File: src/rtl/hdlc_rx_pkg.sv
package hdlc_rx_pkg;

    localparam int BYTE_W     = 8;
    localparam int SEQ_W      = 3;
    localparam int CRC_W      = 16;
    localparam int STUFF_ONES = 5;
    localparam int FLAG_ONES  = 6;
    localparam int TAIL_BITS  = FLAG_ONES + 1;   // leading 0 plus six 1s of a flag
    localparam int MIN_BYTES  = 4;               // address, control, FCS x2
    localparam int INFO_LAG   = 3;               // bytes held back before emission

    localparam logic [CRC_W-1:0] CRC_POLY_REFL = 16'h8408;
    localparam logic [CRC_W-1:0] CRC_PRESET    = 16'hFFFF;
    localparam logic [CRC_W-1:0] CRC_RESIDUE   = 16'hF0B8;

    typedef enum logic [1:0] {
        KIND_I = 2'd0,
        KIND_S = 2'd1,
        KIND_U = 2'd2
    } frame_kind_e;

    typedef enum logic {
        ST_HUNT  = 1'b0,
        ST_FRAME = 1'b1
    } rx_state_e;

endpackage

File: src/rtl/hdlc_bit_destuff.sv
module hdlc_bit_destuff
    import hdlc_rx_pkg::*;
(
    input  logic clk,
    input  logic rst_n,
    input  logic in_valid,
    input  logic in_bit,
    output logic out_valid,
    output logic out_bit,
    output logic flag_hit,
    output logic abort_hit
);
    localparam int RUN_MAX = FLAG_ONES + 1;
    localparam int RUN_W   = $clog2(RUN_MAX + 1);
    localparam logic [RUN_W-1:0] RUN_STUFF = RUN_W'(STUFF_ONES);
    localparam logic [RUN_W-1:0] RUN_FLAG  = RUN_W'(FLAG_ONES);
    localparam logic [RUN_W-1:0] RUN_SAT   = RUN_W'(RUN_MAX);

    logic [RUN_W-1:0] ones_q;

    always_ff @(posedge clk) begin
        if (!rst_n) begin
            ones_q <= '0;
        end else if (in_valid) begin
            if (!in_bit)
                ones_q <= '0;
            else if (ones_q != RUN_SAT)
                ones_q <= ones_q + 1'b1;
        end
    end

    assign out_bit = in_bit;

    always_comb begin
        out_valid = 1'b0;
        flag_hit  = 1'b0;
        abort_hit = 1'b0;
        if (in_valid) begin
            if (in_bit) begin
                if (ones_q == RUN_FLAG)
                    abort_hit = 1'b1;
                else if (ones_q < RUN_FLAG)
                    out_valid = 1'b1;
            end else begin
                if (ones_q == RUN_FLAG)
                    flag_hit = 1'b1;
                else if (ones_q < RUN_STUFF)
                    out_valid = 1'b1;
            end
        end
    end

endmodule

File: src/rtl/hdlc_crc16.sv
module hdlc_crc16 #(
    parameter int               W     = 16,
    parameter logic [W-1:0]     POLY  = 16'h8408,
    parameter logic [W-1:0]     INIT  = 16'hFFFF
) (
    input  logic         clk,
    input  logic         rst_n,
    input  logic         clear,
    input  logic         en,
    input  logic         din,
    output logic [W-1:0] crc
);
    logic         fb;
    logic [W-1:0] nxt;

    always_comb begin
        fb  = crc[0] ^ din;
        nxt = crc >> 1;
        if (fb)
            nxt = nxt ^ POLY;
    end

    always_ff @(posedge clk) begin
        if (!rst_n)
            crc <= INIT;
        else if (clear)
            crc <= INIT;
        else if (en)
            crc <= nxt;
    end

endmodule

File: src/rtl/hdlc_ctrl_decode.sv
module hdlc_ctrl_decode
    import hdlc_rx_pkg::*;
(
    input  logic [BYTE_W-1:0] ctrl,
    output frame_kind_e       kind,
    output logic [SEQ_W-1:0]  ns,
    output logic [SEQ_W-1:0]  nr
);
    always_comb begin
        kind = KIND_U;
        ns   = '0;
        nr   = '0;
        if (!ctrl[0]) begin
            kind = KIND_I;
            ns   = ctrl[SEQ_W:1];
            nr   = ctrl[BYTE_W-1 -: SEQ_W];
        end else if (!ctrl[1]) begin
            kind = KIND_S;
            nr   = ctrl[BYTE_W-1 -: SEQ_W];
        end
    end

endmodule

File: src/rtl/hdlc_rx_deframer.sv
module hdlc_rx_deframer
    import hdlc_rx_pkg::*;
(
    input  logic              clk,
    input  logic              rst_n,
    input  logic              bit_valid,
    input  logic              bit_in,
    output logic              frm_done,
    output logic              frm_good,
    output logic [7:0]        frm_addr,
    output logic [7:0]        frm_ctrl,
    output logic [1:0]        frm_kind,
    output logic [2:0]        frm_ns,
    output logic [2:0]        frm_nr,
    output logic              info_valid,
    output logic [7:0]        info_byte,
    output logic              info_first,
    output logic              info_last
);
    localparam int FILL_W = $clog2(TAIL_BITS + 1);
    localparam int BCNT_W = $clog2(BYTE_W);
    localparam int NB_MAX = MIN_BYTES + INFO_LAG;
    localparam int NB_W   = $clog2(NB_MAX + 1);

    localparam logic [FILL_W-1:0] FILL_FULL  = FILL_W'(TAIL_BITS);
    localparam logic [BCNT_W-1:0] BCNT_LAST  = BCNT_W'(BYTE_W - 1);
    localparam logic [NB_W-1:0]   NB_SAT     = NB_W'(NB_MAX);
    localparam logic [NB_W-1:0]   NB_MIN     = NB_W'(MIN_BYTES);
    localparam logic [NB_W-1:0]   NB_EMIT    = NB_W'(MIN_BYTES + 1);
    localparam logic [NB_W-1:0]   NB_ADDR    = NB_W'(0);
    localparam logic [NB_W-1:0]   NB_CTRL    = NB_W'(1);

    // ---------------- bit level ----------------
    logic d_valid, d_bit, flag_hit, abort_hit;

    hdlc_bit_destuff u_destuff (
        .clk       (clk),
        .rst_n     (rst_n),
        .in_valid  (bit_valid),
        .in_bit    (bit_in),
        .out_valid (d_valid),
        .out_bit   (d_bit),
        .flag_hit  (flag_hit),
        .abort_hit (abort_hit)
    );

    // ---------------- state machine ----------------
    rx_state_e state_q, state_d;

    always_comb begin
        state_d = state_q;
        unique case (state_q)
            ST_HUNT:  if (flag_hit)  state_d = ST_FRAME;   // sync
            ST_FRAME: if (abort_hit) state_d = ST_HUNT;    // abort; flag = close
            default:  state_d = ST_HUNT;
        endcase
    end

    always_ff @(posedge clk) begin
        if (!rst_n)
            state_q <= ST_HUNT;
        else
            state_q <= state_d;
    end

    // ---------------- datapath ----------------
    logic [TAIL_BITS-1:0] tail_q;
    logic [FILL_W-1:0]    fill_q;
    logic [BYTE_W-1:0]    sr_q;
    logic [BCNT_W-1:0]    bcnt_q;
    logic [NB_W-1:0]      nbytes_q;
    logic [BYTE_W-1:0]    lag_q [INFO_LAG];
    logic [BYTE_W-1:0]    addr_w, ctrl_w;

    logic              in_frame, restart, pop_en, pop_bit, byte_done, has_data;
    logic [BYTE_W-1:0] new_byte;

    assign in_frame  = (state_q == ST_FRAME);
    assign restart   = !in_frame || flag_hit || abort_hit;
    assign pop_en    = in_frame && d_valid && (fill_q == FILL_FULL);
    assign pop_bit   = tail_q[0];
    assign byte_done = pop_en && (bcnt_q == BCNT_LAST);
    assign new_byte  = {pop_bit, sr_q[BYTE_W-1:1]};
    assign has_data  = (nbytes_q != '0) || (bcnt_q != '0);

    always_ff @(posedge clk) begin
        if (!rst_n || restart) begin
            tail_q   <= '0;
            fill_q   <= '0;
            sr_q     <= '0;
            bcnt_q   <= '0;
            nbytes_q <= '0;
        end else if (d_valid) begin
            tail_q <= {d_bit, tail_q[TAIL_BITS-1:1]};
            if (fill_q != FILL_FULL)
                fill_q <= fill_q + 1'b1;
            if (pop_en) begin
                sr_q   <= new_byte;
                bcnt_q <= bcnt_q + 1'b1;
            end
            if (byte_done && nbytes_q != NB_SAT)
                nbytes_q <= nbytes_q + 1'b1;
        end
    end

    always_ff @(posedge clk) begin
        if (!rst_n) begin
            addr_w <= '0;
            ctrl_w <= '0;
        end else if (byte_done) begin
            if (nbytes_q == NB_ADDR) addr_w <= new_byte;
            if (nbytes_q == NB_CTRL) ctrl_w <= new_byte;
        end
    end

    for (genvar g = 0; g < INFO_LAG; g++) begin : g_lag
        always_ff @(posedge clk) begin
            if (!rst_n)
                lag_q[g] <= '0;
            else if (byte_done)
                lag_q[g] <= (g == 0) ? new_byte : lag_q[(g == 0) ? 0 : g-1];
        end
    end

    // ---------------- checks and decode ----------------
    logic [CRC_W-1:0] crc;

    hdlc_crc16 #(
        .W    (CRC_W),
        .POLY (CRC_POLY_REFL),
        .INIT (CRC_PRESET)
    ) u_crc (
        .clk   (clk),
        .rst_n (rst_n),
        .clear (restart),
        .en    (pop_en),
        .din   (pop_bit),
        .crc   (crc)
    );

    frame_kind_e      dec_kind;
    logic [SEQ_W-1:0] dec_ns, dec_nr;

    hdlc_ctrl_decode u_dec (
        .ctrl (ctrl_w),
        .kind (dec_kind),
        .ns   (dec_ns),
        .nr   (dec_nr)
    );

    logic close_rep, abort_rep, frame_ok;

    assign close_rep = in_frame && flag_hit && has_data;
    assign abort_rep = in_frame && abort_hit && has_data;
    assign frame_ok  = (bcnt_q == '0) && (nbytes_q >= NB_MIN) && (crc == CRC_RESIDUE);

    // ---------------- outputs ----------------
    always_ff @(posedge clk) begin
        if (!rst_n) begin
            frm_done   <= 1'b0;
            frm_good   <= 1'b0;
            frm_addr   <= '0;
            frm_ctrl   <= '0;
            frm_kind   <= '0;
            frm_ns     <= '0;
            frm_nr     <= '0;
            info_valid <= 1'b0;
            info_byte  <= '0;
            info_first <= 1'b0;
            info_last  <= 1'b0;
        end else begin
            frm_done   <= 1'b0;
            frm_good   <= 1'b0;
            info_valid <= 1'b0;
            info_first <= 1'b0;
            info_last  <= 1'b0;
            if (close_rep || abort_rep) begin
                frm_done <= 1'b1;
                frm_good <= close_rep && frame_ok;
                frm_addr <= addr_w;
                frm_ctrl <= ctrl_w;
                frm_kind <= dec_kind;
                frm_ns   <= dec_ns;
                frm_nr   <= dec_nr;
            end
            if (close_rep && nbytes_q >= NB_EMIT) begin
                info_valid <= 1'b1;
                info_byte  <= lag_q[INFO_LAG-1];
                info_first <= (nbytes_q == NB_EMIT);
                info_last  <= 1'b1;
            end else if (byte_done && nbytes_q >= NB_EMIT) begin
                info_valid <= 1'b1;
                info_byte  <= lag_q[INFO_LAG-1];
                info_first <= (nbytes_q == NB_EMIT);
            end
        end
    end

endmodule

File: config.mk
export PLATFORM = sky130hd
export DESIGN_NAME = hdlc_rx_deframer
export DESIGN_NICKNAME = d
export VERILOG_FILES = /design/src/rtl/hdlc_rx_pkg.sv /design/src/rtl/hdlc_bit_destuff.sv /design/src/rtl/hdlc_crc16.sv /design/src/rtl/hdlc_ctrl_decode.sv /design/src/rtl/hdlc_rx_deframer.sv
export SDC_FILE = /design/constraint.sdc
export NUM_CORES = 1
export LEC_CHECK = 0
export BUFFER_PORTS_ARGS = -buffer_cell sky130_fd_sc_hd__buf_4
export CAP_MARGIN = 20
export CORE_MARGIN = 3
export CORE_UTILIZATION = 30
export DETAILED_ROUTE_END_ITERATION = 8
export SLEW_MARGIN = 10
export SYNTH_ARGS = -nofsm -noshare
export SYNTH_HDL_FRONTEND = slang
export SYNTH_SLANG_ARGS = --single-unit
File: constraint.sdc
create_clock -name clk -period 3.1 [get_ports clk]
set_input_delay 0.62 -clock clk [delete_from_list [all_inputs] [get_ports clk]]
set_output_delay 0.62 -clock clk [all_outputs]
set_load 0.02 [all_outputs]
==> impl_metrics.csv <==
group,metric,value,unit
placement,io_buffers,40,
cts,clkTransAtPathRegs,0.05,ns
logic_synthesis,synth_cell_types,43,
placement,gp_congestion,0.783,
timing,worst_pin_slew,0.832,ns
detailed_routing,ant_nets,0,
logic_synthesis,ys_async_sr_fraction,0,%
run,maxCapViolCount,0,
floorplanning,start_util,31.1,%
min_path,holdPathStages,2,
cts,cts_setup_buffers,0,
cts,numCtsBuffers,17,
cts,postCtsResizedCells,0,
detailed_routing,vias,3354,
logic_synthesis,synth_cells,479,
logic_synthesis,yosysWarnings,0,
min_path,hold_class,"reg2reg",
timing,period_share,83.8,%
global_route,grt_pass1_vias,3341,
floorplanning,die_h,132,µm
logic_synthesis,syn_area,4800,µm²
timing,drv_slew,0,
timing,post-route-min-period,2.60,ns
timing,setup_tns,0,ns
logic_synthesis,yosysSeqAreaShare,55.1,%
cts,cts.sinks,120,
global_route,antenna_found_initial,0,
timing,fin_skew,0.00756,ns
power_and_ir_drop,ir_drop,0.314,mV
power_and_ir_drop,power.density,607,nW/µm²
critical_path,setup.worst_path.end_class,"flop",
floorplanning,num_rows,45,
power_and_ir_drop,power_leakage,2.36,nW
placement,hpwlAfterDp,6180,µm
logic_synthesis,synth_seq_cells,120,
finish,area_delta_synth_final,22.2,%
cts,cts_root_buffer,"clkbuf_16",
finish,fin_area,5860,µm²
timing,max_slew_margin,44.4,%
finish,layout-drive-gt1-share,15.9,%
timing,hold_violations,0,
floorplanning,dieArea,17600,µm²
finish,ff_latch_area,2640,µm²
finish,multi_input_area,2010,µm²
critical_path,cp_max_fo,26,
logic_synthesis,synth-edff-count,24,
critical_path,worstPathArrival,2.89,ns
detailed_routing,drtPass1Iterations,4,
placement,place_area,5280,µm²
timing,setup_viol,0,
global_route,grt_pass1_wl,15800,µm
cts,worstSkewPairLatency,0.41,ns
detailed_routing,viasPerCell,4.53,
cts,clock_path_buffers,2,
finish,fillers,1519,
critical_path,worstRegToRegCells,8,
status,status,"completed",
finish,num_antenna_cells,0,
floorplanning,ios,41,
detailed_routing,wl,9220,µm
floorplanning,fp.dieW,132,µm
detailed_routing,wl_per_cell,12.5,µm
logic_synthesis,synth_fp_nets,495,
finish,layout_common_cells,"nand2_1, dfxtp_1, buf_4, mux2i_1, and2_1",
critical_path,worstSetupPathType,"reg2reg",
global_route,grt_max_degree,59,
cts,cts_tree,"yes",
cts,cts_hold_buf,0,
global_route,grt_overflow,0,
finish,layout.nets,533,
global_route,grt_use_total,11.2,%
floorplanning,core-area,15400,µm²
timing,fmax,385,MHz
timing,rsz0062_at_grt,"false",
critical_path,cp.required,3.39,ns
critical_path,crit_path_start_kind,"flop",
detailed_routing,drt_iter0_drc,172,
cts,htree_num_levels,4,
logic_synthesis,ys.flop_type,"dfxtp_1",
finish,layout_commonest_cell,"nand2_1",
logic_synthesis,postSynthAreaPerCell,10.0,µm²
detailed_routing,drc,0,
[worst paths after layout]
check / start / to / slack (ns)
setup / recovery: u_destuff.ones_q[0] / addr_w[5] / 0.50
hold / removal: info_byte[1] / info_byte[1] / 0.46
setup reg to reg: u_destuff.ones_q[0] / addr_w[5] / 0.50
hold reg to reg: info_byte[1] / info_byte[1] / 0.46
[cell type report]
type                       instances  share of cell area [%]
multi-input combinational        327                    34.2
sequential                       120                    45.1
tap                              211                    4.50
inverter                           5                   0.320
clock inverter                     7                    1.05
clock buffer                      24                    8.94
timing repair buffer              46                    5.89
[flip-flops by register name, indices dropped and copies added (netlist names), 7 cells and up]
signal     count
tail_q         7
lag_q         24
frm_ctrl       8
addr_w         8
sr_q           7
frm_addr       8
info_byte      8
u_crc.crc     16
ctrl_w         8
[power by group]
part           switching [mW]  internal, mW  total, mW  leakage, nW
sequential            0.00477          1.61       1.61         1.00
combinational          0.0286        0.0206     0.0492         1.06
clock                   0.647          1.25       1.90        0.296
total                   0.680          2.88       3.56         2.36
[Yosys cell counts, types with 2 or more instances]
library cell / instances / area share [%]
dfxtp_1: 96 / 40
edfxtp_1: 24 / 15
xor2_1: 2 / 0.37
nand3b_1: 4 / 0.63
ha_1: 12 / 3.1
o211ai_1: 2 / 0.31
buf_2: 6 / 0.63
a21boi_0: 24 / 3.8
nand2b_4: 2 / 0.57
inv_1: 5 / 0.39
buf_4: 3 / 0.47
o21ai_0: 5 / 0.52
mux2i_1: 34 / 7.1
nand3_1: 21 / 2.2
clkbuf_2: 2 / 0.21
nand2b_1: 2 / 0.26
nor2b_1: 17 / 2.2
clkbuf_1: 15 / 1.2
xnor2_1: 4 / 0.73
nand4b_1: 2 / 0.37
nand2_1: 117 / 9.2
and2_1: 29 / 3.8
nand4_1: 2 / 0.26
nor2_1: 17 / 1.3
a21oi_1: 11 / 1.1
and3_1: 4 / 0.52
[cells by family (layout without fill, tap and decap cells)]
family	after synthesis	count (layout)	share of synthesized area (%)
AO/OA/AOI/OAI	48	48	7.35
XOR/XNOR	6	6	1.09
buffers and inverters	32	82	3.10
adder cells (fa/ha/maj)	12	12	3.13
AND/OR/NAND/NOR	227	227	23.2
flip-flops	120	120	55.1
multiplexers	34	34	7.09
[routing by layer]
| metal | up-vias | GRT usage (%) | part of all wire [%] | wire length, µm |
|---|---|---|---|---|
| met4 | 0 | 5.31 | 2.5 | 233 |
| met3 | 16 | 3.84 | 3.9 | 355 |
| met1 | 1600 | 12.9 | 44 | 4100 |
| met5 | - | 0 | 0 | 0 |
| li1 | 1681 | - | - | - |
| met2 | 57 | 18.6 | 49 | 4530 |
[per-stage QoR]
stage	hold WS, ns	cells	power, mW	worst slack (ns)	util, %
2_1_floorplan	0.436	479	1.68	0.882	-
3_3_place_gp	0.442	709	1.69	0.638	34.2
3_5_place_dp	0.451	709	1.70	0.505	34.2
4_1_cts	0.464	740	3.61	0.502	38.0
5_1_grt	0.487	740	3.69	0.275	38.0
6_report	0.458	740	3.56	0.502	38.0
[worst max-delay path, stage by stage (launching register included)]
cell,delay (ns)
dfxtp_1,0.40
inv_1,0.09
ha_1,0.23
nor2_1,0.23
o2111a_1,0.31
buf_4,0.30
nand4b_1,0.50
mux2i_1,0.35
nor2b_1,0.07
Note: power is estimated with default switching activity, not from simulation.
